**src/rtl/pio_pkg.sv**
```systemverilog
package pio_pkg;
  localparam int DATA_W = 8;
  localparam int SYNC_STAGES = 2;

  typedef struct packed {
    logic dir;   // 1 = input
    logic inte;  // interrupt enable
    logic mode;  // 1 = handshaked
  } pio_ctrl_t;

  localparam pio_ctrl_t CTRL_RESET = '{dir: 1'b1, inte: 1'b0, mode: 1'b0};
endpackage

```
**src/rtl/pio_sync.sv**
```systemverilog
module pio_sync #(
  parameter int LINES  = 1,
  parameter int STAGES = 2,
  parameter logic [LINES-1:0] RST_VAL = '1
) (
  input  logic             clk,
  input  logic             rst,
  input  logic [LINES-1:0] raw,
  output logic [LINES-1:0] lvl
);
  logic [LINES-1:0] stg [STAGES];

  generate
    for (genvar s = 0; s < STAGES; s++) begin : g_stage
      if (s == 0) begin : g_first
        always_ff @(posedge clk or posedge rst)
          if (rst) stg[s] <= RST_VAL;
          else     stg[s] <= raw;
      end else begin : g_next
        always_ff @(posedge clk or posedge rst)
          if (rst) stg[s] <= RST_VAL;
          else     stg[s] <= stg[s-1];
      end
    end
  endgenerate

  assign lvl = stg[STAGES-1];
endmodule

```
**src/rtl/pio_bus.sv**
```systemverilog
module pio_bus
  import pio_pkg::*;
#(
  parameter int DW = DATA_W
) (
  input  logic          clk,
  input  logic          rst,
  input  logic          cs_l,
  input  logic          rd_l,
  input  logic          wr_l,
  input  logic          addr,
  input  logic [DW-1:0] din,
  input  logic [DW-1:0] data_in,
  input  logic          ibf,
  input  logic          obf_n,
  input  logic          intr,
  output logic [DW-1:0] dout,
  output logic          oe,
  output pio_ctrl_t     ctrl,
  output logic [DW-1:0] data_out,
  output logic          wr_data_p,
  output logic          wr_ctrl_p,
  output logic          rd_data_p
);
  logic rd_act, wr_act, rd_q, wr_q, rd_start, wr_start;
  logic [DW-1:0] status;

  assign rd_act   = !cs_l && !rd_l;
  assign wr_act   = !cs_l && !wr_l;
  assign rd_start = rd_act && !rd_q;
  assign wr_start = wr_act && !wr_q;

  assign wr_data_p = wr_start && !addr;
  assign wr_ctrl_p = wr_start &&  addr;
  assign rd_data_p = rd_start && !addr;

  always_ff @(posedge clk or posedge rst) begin
    if (rst) begin
      rd_q     <= 1'b0;
      wr_q     <= 1'b0;
      ctrl     <= CTRL_RESET;
      data_out <= '0;
    end else begin
      rd_q <= rd_act;
      wr_q <= wr_act;
      if (wr_ctrl_p) ctrl     <= pio_ctrl_t'(din[2:0]);
      if (wr_data_p) data_out <= din;
    end
  end

  always_comb begin
    status    = '0;
    status[0] = obf_n;
    status[1] = ctrl.inte;
    status[2] = intr;
    status[3] = ibf;
  end

  assign oe   = rd_act;
  assign dout = !rd_act ? '0 : (addr ? status : data_in);

  AST_CTRL_HOLD: assert property (@(posedge clk) disable iff (rst)
    !wr_ctrl_p |=> $stable(ctrl));
  AST_DATA_HOLD: assert property (@(posedge clk) disable iff (rst)
    !wr_data_p |=> $stable(data_out));
endmodule

```
**src/rtl/pio_hs.sv**
```systemverilog
module pio_hs
  import pio_pkg::*;
#(
  parameter int DW = DATA_W
) (
  input  logic          clk,
  input  logic          rst,
  input  pio_ctrl_t     ctrl,
  input  logic          stb_l,
  input  logic          ack_l,
  input  logic [DW-1:0] port_in,
  input  logic          wr_data_p,
  input  logic          wr_ctrl_p,
  input  logic          rd_data_p,
  output logic [DW-1:0] data_in,
  output logic          ibf,
  output logic          obf_n,
  output logic          intr
);
  logic stb_q, ack_q, ibf_q, obf_q, intr_q;
  logic stb_fall, stb_rise, ack_fall, ack_rise, m1_in, m1_out;

  assign stb_fall = stb_q && !stb_l;
  assign stb_rise = !stb_q && stb_l;
  assign ack_fall = ack_q && !ack_l;
  assign ack_rise = !ack_q && ack_l;
  assign m1_in    = ctrl.mode && ctrl.dir;
  assign m1_out   = ctrl.mode && !ctrl.dir;

  always_ff @(posedge clk or posedge rst) begin
    if (rst) begin
      stb_q   <= 1'b1;
      ack_q   <= 1'b1;
      data_in <= '0;
      ibf_q   <= 1'b0;
      obf_q   <= 1'b1;
      intr_q  <= 1'b0;
    end else begin
      stb_q <= stb_l;
      ack_q <= ack_l;
      if (!ctrl.mode && ctrl.dir) data_in <= port_in;
      if (wr_ctrl_p) begin
        ibf_q  <= 1'b0;
        obf_q  <= 1'b1;
        intr_q <= 1'b0;
      end else if (m1_in) begin
        if (stb_fall) begin
          data_in <= port_in;
          ibf_q   <= 1'b1;
        end else if (rd_data_p) begin
          ibf_q <= 1'b0;
        end
        if (rd_data_p) intr_q <= 1'b0;
        else if (stb_rise && ibf_q && ctrl.inte) intr_q <= 1'b1;
      end else if (m1_out) begin
        if (wr_data_p) begin
          obf_q  <= 1'b0;
          intr_q <= 1'b0;
        end else begin
          if (ack_fall) obf_q <= 1'b1;
          if (ack_rise && ctrl.inte) intr_q <= 1'b1;
        end
      end
    end
  end

  assign ibf   = ibf_q;
  assign obf_n = obf_q;
  assign intr  = intr_q && ctrl.inte;

  AST_INTR_GATED: assert property (@(posedge clk) disable iff (rst)
    intr_q |-> ctrl.inte);
  AST_MODE0_QUIET: assert property (@(posedge clk) disable iff (rst)
    !ctrl.mode |-> (!ibf_q && !intr_q && obf_q));
  AST_STB_LATCH: assert property (@(posedge clk) disable iff (rst)
    (m1_in && stb_fall && !wr_ctrl_p) |=> ibf_q);
  AST_READ_CLEARS: assert property (@(posedge clk) disable iff (rst)
    (m1_in && rd_data_p && !stb_fall && !wr_ctrl_p) |=> (!ibf_q && !intr_q));
  AST_OBF_ON_WRITE: assert property (@(posedge clk) disable iff (rst)
    (m1_out && wr_data_p && !wr_ctrl_p) |=> (!obf_q && !intr_q));
endmodule

```
**src/rtl/pio_port_ctrl.sv**
```systemverilog
module pio_port_ctrl
  import pio_pkg::*;
#(
  parameter int DW     = DATA_W,
  parameter int STAGES = SYNC_STAGES
) (
  input  logic          clk,
  input  logic          rst,
  input  logic          cs_n,
  input  logic          addr,
  input  logic          rd_n,
  input  logic          wr_n,
  input  logic [DW-1:0] dbus_in,
  output logic [DW-1:0] dbus_out,
  output logic          dbus_oe,
  output logic          intr,
  input  logic [DW-1:0] port_in,
  output logic [DW-1:0] port_out,
  output logic          port_oe,
  input  logic          stb_n,
  output logic          ibf,
  output logic          obf_n,
  input  logic          ack_n
);
  localparam int LINES = 5;

  logic [LINES-1:0] raw_lines, sync_lines;
  pio_ctrl_t        ctrl;
  logic [DW-1:0]    data_in, data_out;
  logic             wr_data_p, wr_ctrl_p, rd_data_p;

  assign raw_lines = {ack_n, stb_n, wr_n, rd_n, cs_n};

  pio_sync #(.LINES(LINES), .STAGES(STAGES), .RST_VAL('1)) u_sync (
    .clk(clk), .rst(rst), .raw(raw_lines), .lvl(sync_lines)
  );

  pio_bus #(.DW(DW)) u_bus (
    .clk(clk), .rst(rst),
    .cs_l(sync_lines[0]), .rd_l(sync_lines[1]), .wr_l(sync_lines[2]),
    .addr(addr), .din(dbus_in),
    .data_in(data_in), .ibf(ibf), .obf_n(obf_n), .intr(intr),
    .dout(dbus_out), .oe(dbus_oe), .ctrl(ctrl), .data_out(data_out),
    .wr_data_p(wr_data_p), .wr_ctrl_p(wr_ctrl_p), .rd_data_p(rd_data_p)
  );

  pio_hs #(.DW(DW)) u_hs (
    .clk(clk), .rst(rst), .ctrl(ctrl),
    .stb_l(sync_lines[3]), .ack_l(sync_lines[4]), .port_in(port_in),
    .wr_data_p(wr_data_p), .wr_ctrl_p(wr_ctrl_p), .rd_data_p(rd_data_p),
    .data_in(data_in), .ibf(ibf), .obf_n(obf_n), .intr(intr)
  );

  assign port_out = data_out;
  assign port_oe  = !ctrl.dir;
endmodule

```
**config.mk**
```make
export PLATFORM = sky130hd
export DESIGN_NAME = pio_port_ctrl
export DESIGN_NICKNAME = d
export VERILOG_FILES = /design/src/rtl/pio_pkg.sv /design/src/rtl/pio_sync.sv /design/src/rtl/pio_bus.sv /design/src/rtl/pio_hs.sv /design/src/rtl/pio_port_ctrl.sv
export SDC_FILE = /design/constraint.sdc
export NUM_CORES = 1
export LEC_CHECK = 0
export BUFFER_PORTS_ARGS = -buffer_cell sky130_fd_sc_hd__buf_4
export CORE_UTILIZATION = 56
export CTS_BUF_LIST = sky130_fd_sc_hd__clkbuf_2
export DETAILED_ROUTE_END_ITERATION = 10
export PLACE_DENSITY = 0.86
export SKIP_CTS_REPAIR_TIMING = 1
export SYNTH_ARGS = -nofsm -noshare
export SYNTH_HDL_FRONTEND = slang
export SYNTH_SLANG_ARGS = --single-unit
export TNS_END_PERCENT = 10
```
**constraint.sdc**
```tcl
create_clock -name clk -period 2.4 [get_ports clk]
set_input_delay 0.36 -clock clk [delete_from_list [all_inputs] [get_ports clk]]
set_output_delay 0.36 -clock clk [all_outputs]
set_load 0.02 [all_outputs]
```
==> impl_results.md, run 1 <==
* Die W at 52.7 um
* Detailed Routing Iterations Pass 1 at 4
* Area of the multi-input gates at 489 um^2
* Die Y-Extent at 52.7 um
* Maxcap violations at 0
* First-pass GRT wire length at 4460 um
* Max_slew headroom at 60.9%
* Syn nets at 126
* Worst-Margin Slew at 0.582 ns
* Crit end category: primary output
* Crit path kind: reg -> out
* Setup violations, final at 0
* Total Routing Usage GR at 24.3%
* Initial Utilization at 58.7%
* DRT antenna net count at 0
* Synthesis-stage register bit count at 36
* Worst setup path endpoint: dbus_out[7]
* GP Congestion at 0.861
* Slew Viols, Final at 0
* Nets at 177
* Iter 0 DRT Violations at 13
* Yosys warning count at 0
* Pwr/cell area at 850 mW/mm^2
* Area after DPL at 0.00180 mm^2
* Storage element area at 918 um^2
* Worst endpoint data arrival time at 1.78 ns
* RR Endpoint: u_hs.data_in[1]
* Crit path launch type: register
* Hpwl dp at 1980 um
* Crit share post-route at 89.2%
* Via count at 985
* Post-route cell area at 0.00188 mm^2
* WP data required at 2.04 ns
* Fmax at 467 MHz
* Grt ovf at 0
* RSZ-0062 raised after global routing: no
* Vias in the first global route at 984
* Crit path time final at 2.14 ns
* Worst Setup SP: u_sync.lvl[0]
* Inserted Diodes at 0
* PortBufs at 44
* Worst Skew at 0.0144 ns
* Final Hold Viols at 0
* Row count at 18
* Worst r2r path cells at 4
* Root Buffer: clkbuf_2
* Synth Cell Area at 0.00144 mm^2
* Layout cells sized above 1 at 52.6%
* Post-synth cell types at 28
* Status: complete, no violations
* Peak supply drop at 660 uV
* Crit-path max FO at 7
* Die area at 0.00278 mm^2
* Register area share after synthesis at 63.7%
* Routed length per instance at 15.5 um
* H-tree Lvls at 2
* Hold WC Path Type: in -> async
* LEAKAGE at 0.000866 uW
* Layout fillers at 156
* Syn avg cell area at 14.1 um^2
* Max Buffers Root-to-Sink at 2
* Core ar. at 0.00245 mm^2
* CTS buffer count at 5
* Routed WL at 2860 um
* Initial antenna violation count at 0
* R2R Setup Slk at 0.56 ns
* Clk_lat worst skew at 0.39 ns
* Gate Count Post-Synth at 102
* Clk sink count at 36
* Final setup TNS at 0 ns
* Residual DRC count at 0
* FF-to-FF Start: u_bus.wr_q
* Synthesis-to-layout area growth at 30.1%
* I/O pin cnt at 45
* CTS tree: done
* Routed vias/inst at 5.35
* Clk pin slew, worst setup/hold paths at 0.19 ns
* Largest net degree at the start of global routing at 37
-- flip-flops by register name, indices dropped and copies added, names as in the netlist --
register / count
u_bus.data_out: 8
u_hs.data_in: 8
u_sync.lvl: 5
u_sync.stg: 5
u_bus.ctrl: 3
u_bus.rd_q: 1
u_bus.wr_q: 1
u_hs.ack_q: 1
u_hs.ibf: 1
u_hs.intr_q: 1
u_hs.obf_n: 1
u_hs.stb_q: 1
-- through the flow --
stage / instances / hold WS, ns / total power, uW / worst slack, ns / utilization, %
final: 184 / 0.0336 / 1590 / 0.258 / 76.4
after CTS: 183 / 0.0233 / 1600 / 0.247 / 76.0
after global placement: 175 / 0.346 / 1190 / 0.642 / 73.2
after global routing: 184 / 0.000472 / 1670 / 0.159 / 76.4
after floorplan: 102 / 0.345 / 1040 / 0.766 / -
after detailed placement: 175 / 0.347 / 1220 / 0.580 / 73.2
-- layout make-up --
type / instances / share of cell area, %
flip-flops and latches: 36 / 49.0
inverters: 4 / 0.801
clock buffers: 5 / 1.33
clock inverters: 3 / 2.27
well taps: 30 / 2.00
multi-input cells: 60 / 26.1
repair buffers: 46 / 18.5
-- synth_stat cells, drive strengths merged --
cell	count	area share [%]
dfrtp	22	38
mux2	18	14
dfstp	14	26
nor2	9	2.3
and2	5	2.2
inv	4	1.0
mux2i	4	2.8
nand2	4	1.2
o21ai	4	1.4
a21oi	2	0.95
buf	2	1.3
nand2b	2	0.87
nor3	2	0.69
or2	2	0.87
a311oi	1	0.61
nand3	1	0.35
nand3b	1	0.52
nor4	1	1.5
nor4b	1	1.6
nor4bb	1	0.69
o21a	1	0.52
or4	1	0.78
-- metal layers --
layer  vias up  global-route usage, %  share of wire [%]
met1       476                   27.9                 42
met5         -                      0                  0
met2        52                   39.7                 51
li1        453                      -                  -
met4         0                   11.4               0.70
met3         4                   9.28                6.3
-- power by group --
group | internal [uW] | switching, uW
combinational | 194 | 195
sequential | 741 | 87.4
clock | 174 | 203
total | 1110 | 485
-- placed cells by master, fill, tap and decap left out, types with 2 or more instances in the layout --
cell	synthesis	layout
buf_4	1	45
dfrtp_1	22	22
dfstp_2	14	14
mux2_1	10	10
nor2_1	9	9
mux2_2	8	8
and2_1	5	5
clkbuf_2	0	5
inv_1	4	4
mux2i_1	4	4
nand2_1	3	3
o21ai_0	3	3
nand2b_1	2	2
nor3_1	2	2
-- kinds of logic (layout without fill, tap and decap cells) --
logic type / Yosys count / in the layout / synth area share, %
buffers and inverters: 6 / 58 / 2.34
muxes: 22 / 22 / 16.8
DFF: 36 / 36 / 63.7
and+or+nand+nor: 30 / 30 / 13.6
AOI/OAI and AO/OA: 8 / 8 / 3.47
-- critical path, cell delays in order (launching register included) --
cell and delay, ns:
dfstp_2 0.64, or2_1 0.29, nor2_1 0.12, and2_1 0.18, buf_4 0.15
-- worst min path at each step --
stage	from	to	slack, ns	cells past startpoint
after detailed placement	u_sync.stg[7]	u_sync.lvl[2]	0.35	0
after global placement	u_sync.stg[8]	u_sync.lvl[3]	0.35	0
after floorplan	u_sync.stg[5]	u_sync.lvl[0]	0.35	0
final	rst	u_bus.data_out[5]	0.03	3
after global routing	cs_n	u_sync.stg[5]	0.0005	1
after CTS	wr_n	u_sync.stg[7]	0.02	1
Power figures use the tool's default switching activity.
==> inputs of run 2 (changes only) <==
--- a/config.mk
+++ b/config.mk
@@ -5,7 +5,7 @@
 export SDC_FILE = /design/constraint.sdc
 export NUM_CORES = 1
 export LEC_CHECK = 0
-export BUFFER_PORTS_ARGS = -buffer_cell sky130_fd_sc_hd__buf_4
+export BUFFER_PORTS_ARGS = -buffer_cell sky130_fd_sc_hd__buf_2
 export CORE_UTILIZATION = 56
 export CTS_BUF_LIST = sky130_fd_sc_hd__clkbuf_2
 export DETAILED_ROUTE_END_ITERATION = 10
==> run 2 against run 1 <==
Non-clock buffer count fell by 1. Sequential cell count did not move. Register-to-register slack improved by 0.03 ns. Final cell count fell by 0.54%. Final area fell by 7.9%. Total power fell by 11%. Largest cell class unchanged.
==> impl_results.md, run 2 (same netlist as run 1, synthesis figures left out) <==
* Via count at 929 (-5.7%)
* Maxcap violations at 0 (unchanged)
* Inserted Diodes at 0 (unchanged)
* LEAKAGE at 0.000824 uW (-4.9%)
* PortBufs at 44 (unchanged)
* Final setup TNS at 0 ns (unchanged)
* Hpwl dp at 1850 um (-6.3%)
* Fmax at 485 MHz (+3.9%)
* Iter 0 DRT Violations at 4 (-9)
* Util after Layout at 70.3% (-6.1 points)
* FF-to-FF Start: u_bus.wr_q
* Worst-Margin Slew at 0.557 ns (-0.0245 ns)
* Clk network pwr share at 18.5% (-5.1 points)
* I/O pin cnt at 45 (unchanged)
* CP Cell Sequence: or2_1 > nor2_1 > and2_1 > buf_2
* Residual DRC count at 0 (unchanged)
* RR Endpoint: u_hs.data_in[0]
* R2R Setup Slk at 0.59 ns (+0.03 ns)
* Routed WL at 2530 um (-11%)
* Die Y-Extent at 52.7 um (unchanged)
* WP data required at 2.04 ns (about the same)
* Crit path kind: reg -> out
* Slew Viols, Final at 0 (unchanged)
* First-pass GRT wire length at 3940 um (-12%)
* Hold WC Path Type: in -> async
* GP Congestion at 0.906 (+5.2%)
* Layout fillers at 183 (+17%)
* Most frequent cells in the layout: buf_2 (44), dfrtp_1 (22), dfstp_2 (14)
* Detailed Routing Iterations Pass 1 at 4 (unchanged)
* Die W at 52.7 um (unchanged)
* CTS tree: done
* DRT antenna net count at 0 (unchanged)
* Top Registers: u_bus.data_out: 8 flops, u_hs.data_in: 8 flops
* Die area at 0.00278 mm^2 (unchanged)
* Crit share post-route at 85.8% (-3.4 points)
* Core ar. at 0.00245 mm^2 (unchanged)
* Root Buffer: clkbuf_2
* Row count at 18 (unchanged)
* Clk pin slew, worst setup/hold paths at 0.17 ns (-0.02 ns)
* Total Routing Usage GR at 20.9% (-3.4 points)
* Status: complete, no violations
* Switching power at 445 uW (-8.1%)
* Register share of total power at 57.9% (+5.9 points)
* Clk_lat worst skew at 0.36 ns (-0.03 ns)
* Routed vias/inst at 5.08 (-5.2%)
* Switch share at 31.5% (+1.1 points)
* Routed length per instance at 13.8 um (-11%)
* Comb power frac at 23.7% (-0.7 points)
* Vias in the first global route at 914 (-7.1%)
* Synthesis-to-layout area growth at 19.8%
* Worst endpoint data arrival time at 1.70 ns (-0.08 ns)
* Initial antenna violation count at 0 (unchanged)
* Crit-path max cell delay at 0.64 ns (about the same)
* Nets at 176 (-0.56%)
* Initial Utilization at 58.7% (unchanged)
* Most common cell after layout, fill and taps aside: buf_2
* Clk sink count at 36 (unchanged)
* Peak supply drop at 578 uV (-12%)
* Max_slew headroom at 62.6% (+1.6 points)
* Final Hold Viols at 0 (unchanged)
* CTS buffer count at 5 (unchanged)
* Internal power at 970 uW (-13%)
* Worst Skew at 0.00946 ns (-0.00492 ns)
* Largest net degree at the start of global routing at 37 (unchanged)
* RSZ-0062 raised after global routing: no
* Max Buffers Root-to-Sink at 2 (unchanged)
* Crit end category: primary output
* Grt ovf at 0 (unchanged)
* H-tree Lvls at 2 (unchanged)
* Setup violations, final at 0 (unchanged)
* Crit path launch type: register
* Crit-path max FO at 7 (unchanged)
* Worst r2r path cells at 4 (unchanged)
* Layout cells sized above 1 at 52.3% (-0.31 points)
* Critical-path top delay cell: dfstp_2
* Pwr/cell area at 820 mW/mm^2 (-3.5%)
* Crit path time final at 2.06 ns (-0.0813 ns)
run 2: cell types whose count changed in the layout (fill, tap and decap cells not counted):
| cell | previous run | this run |
|---|---|---|
| dlygate4sd3_1 | 1 | 0 |
| clkinv_1 | 0 | 1 |
| clkinvlp_4 | 1 | 0 |
| clkinv_2 | 1 | 0 |
| buf_4 | 45 | 1 |
| clkbuf_2 | 5 | 7 |
| bufinv_16 | 1 | 0 |
| buf_2 | 0 | 44 |
run 2: power by group through the flow:
stage	clock network [uW]	logic, uW	registers (uW)
detailed placement	0	339	832
floorplan	0	186	858
global placement	0	325	820
global route	295	363	836
finish	261	335	819
CTS	274	340	820
run 2: final cells by class:
| type | instances | area [um^2] | share of cell area, % |
|---|---|---|---|
| Clock inverter | 1 | 3.75 | 0.217 |
| Multi-Input combinational cell | 60 | 489 | 28.3 |
| Sequential cell | 36 | 918 | 53.2 |
| Clock buffer | 7 | 35.0 | 2.03 |
| Timing Repair Buffer | 45 | 228 | 13.2 |
| Tap cell | 30 | 37.5 | 2.17 |
| Inverter | 4 | 15.0 | 0.870 |
run 2: how the worst max path moves through the flow:
stage / startpoint / end / slack, ns / cells past startpoint
after global placement: addr / u_hs.data_in[7] / 0.58 / 5
after detailed placement: addr / u_hs.data_in[0] / 0.46 / 5
after global routing: u_sync.lvl[0] / dbus_out[7] / 0.21 / 4
after CTS: u_sync.lvl[0] / dbus_out[4] / 0.31 / 4
after floorplan: addr / u_hs.data_in[0] / 0.77 / 5
final: u_sync.lvl[0] / dbus_out[4] / 0.34 / 4
run 2: through the flow:
step | worst slack, ns | hold WS (ns) | power, uW | std cells | cell area, um^2
after detailed placement | 0.465 | 0.347 | 1170 | 175 | 1690
after floorplan | 0.766 | 0.345 | 1040 | 102 | 1440
after CTS | 0.309 | 0.0422 | 1430 | 183 | 1730
final | 0.340 | 0.0582 | 1420 | 183 | 1730
after global placement | 0.575 | 0.346 | 1150 | 175 | 1690
after global routing | 0.209 | 0.0280 | 1490 | 183 | 1730
run 2: per-layer routing:
metal	wire length [um]	track usage, %	vias to the layer above
met3	181	8.12	6
met1	1120	25.1	434
met4	45	8.33	0
met2	1190	33.5	39
met5	0	0	-
li1	-	-	450
run 2: worst max-delay path, delay by kind of cell (launching register included):
family,cells,cell delay [ns]
buffers and inverters,1,0.15
DFF,1,0.64
and+or+nand+nor,3,0.56
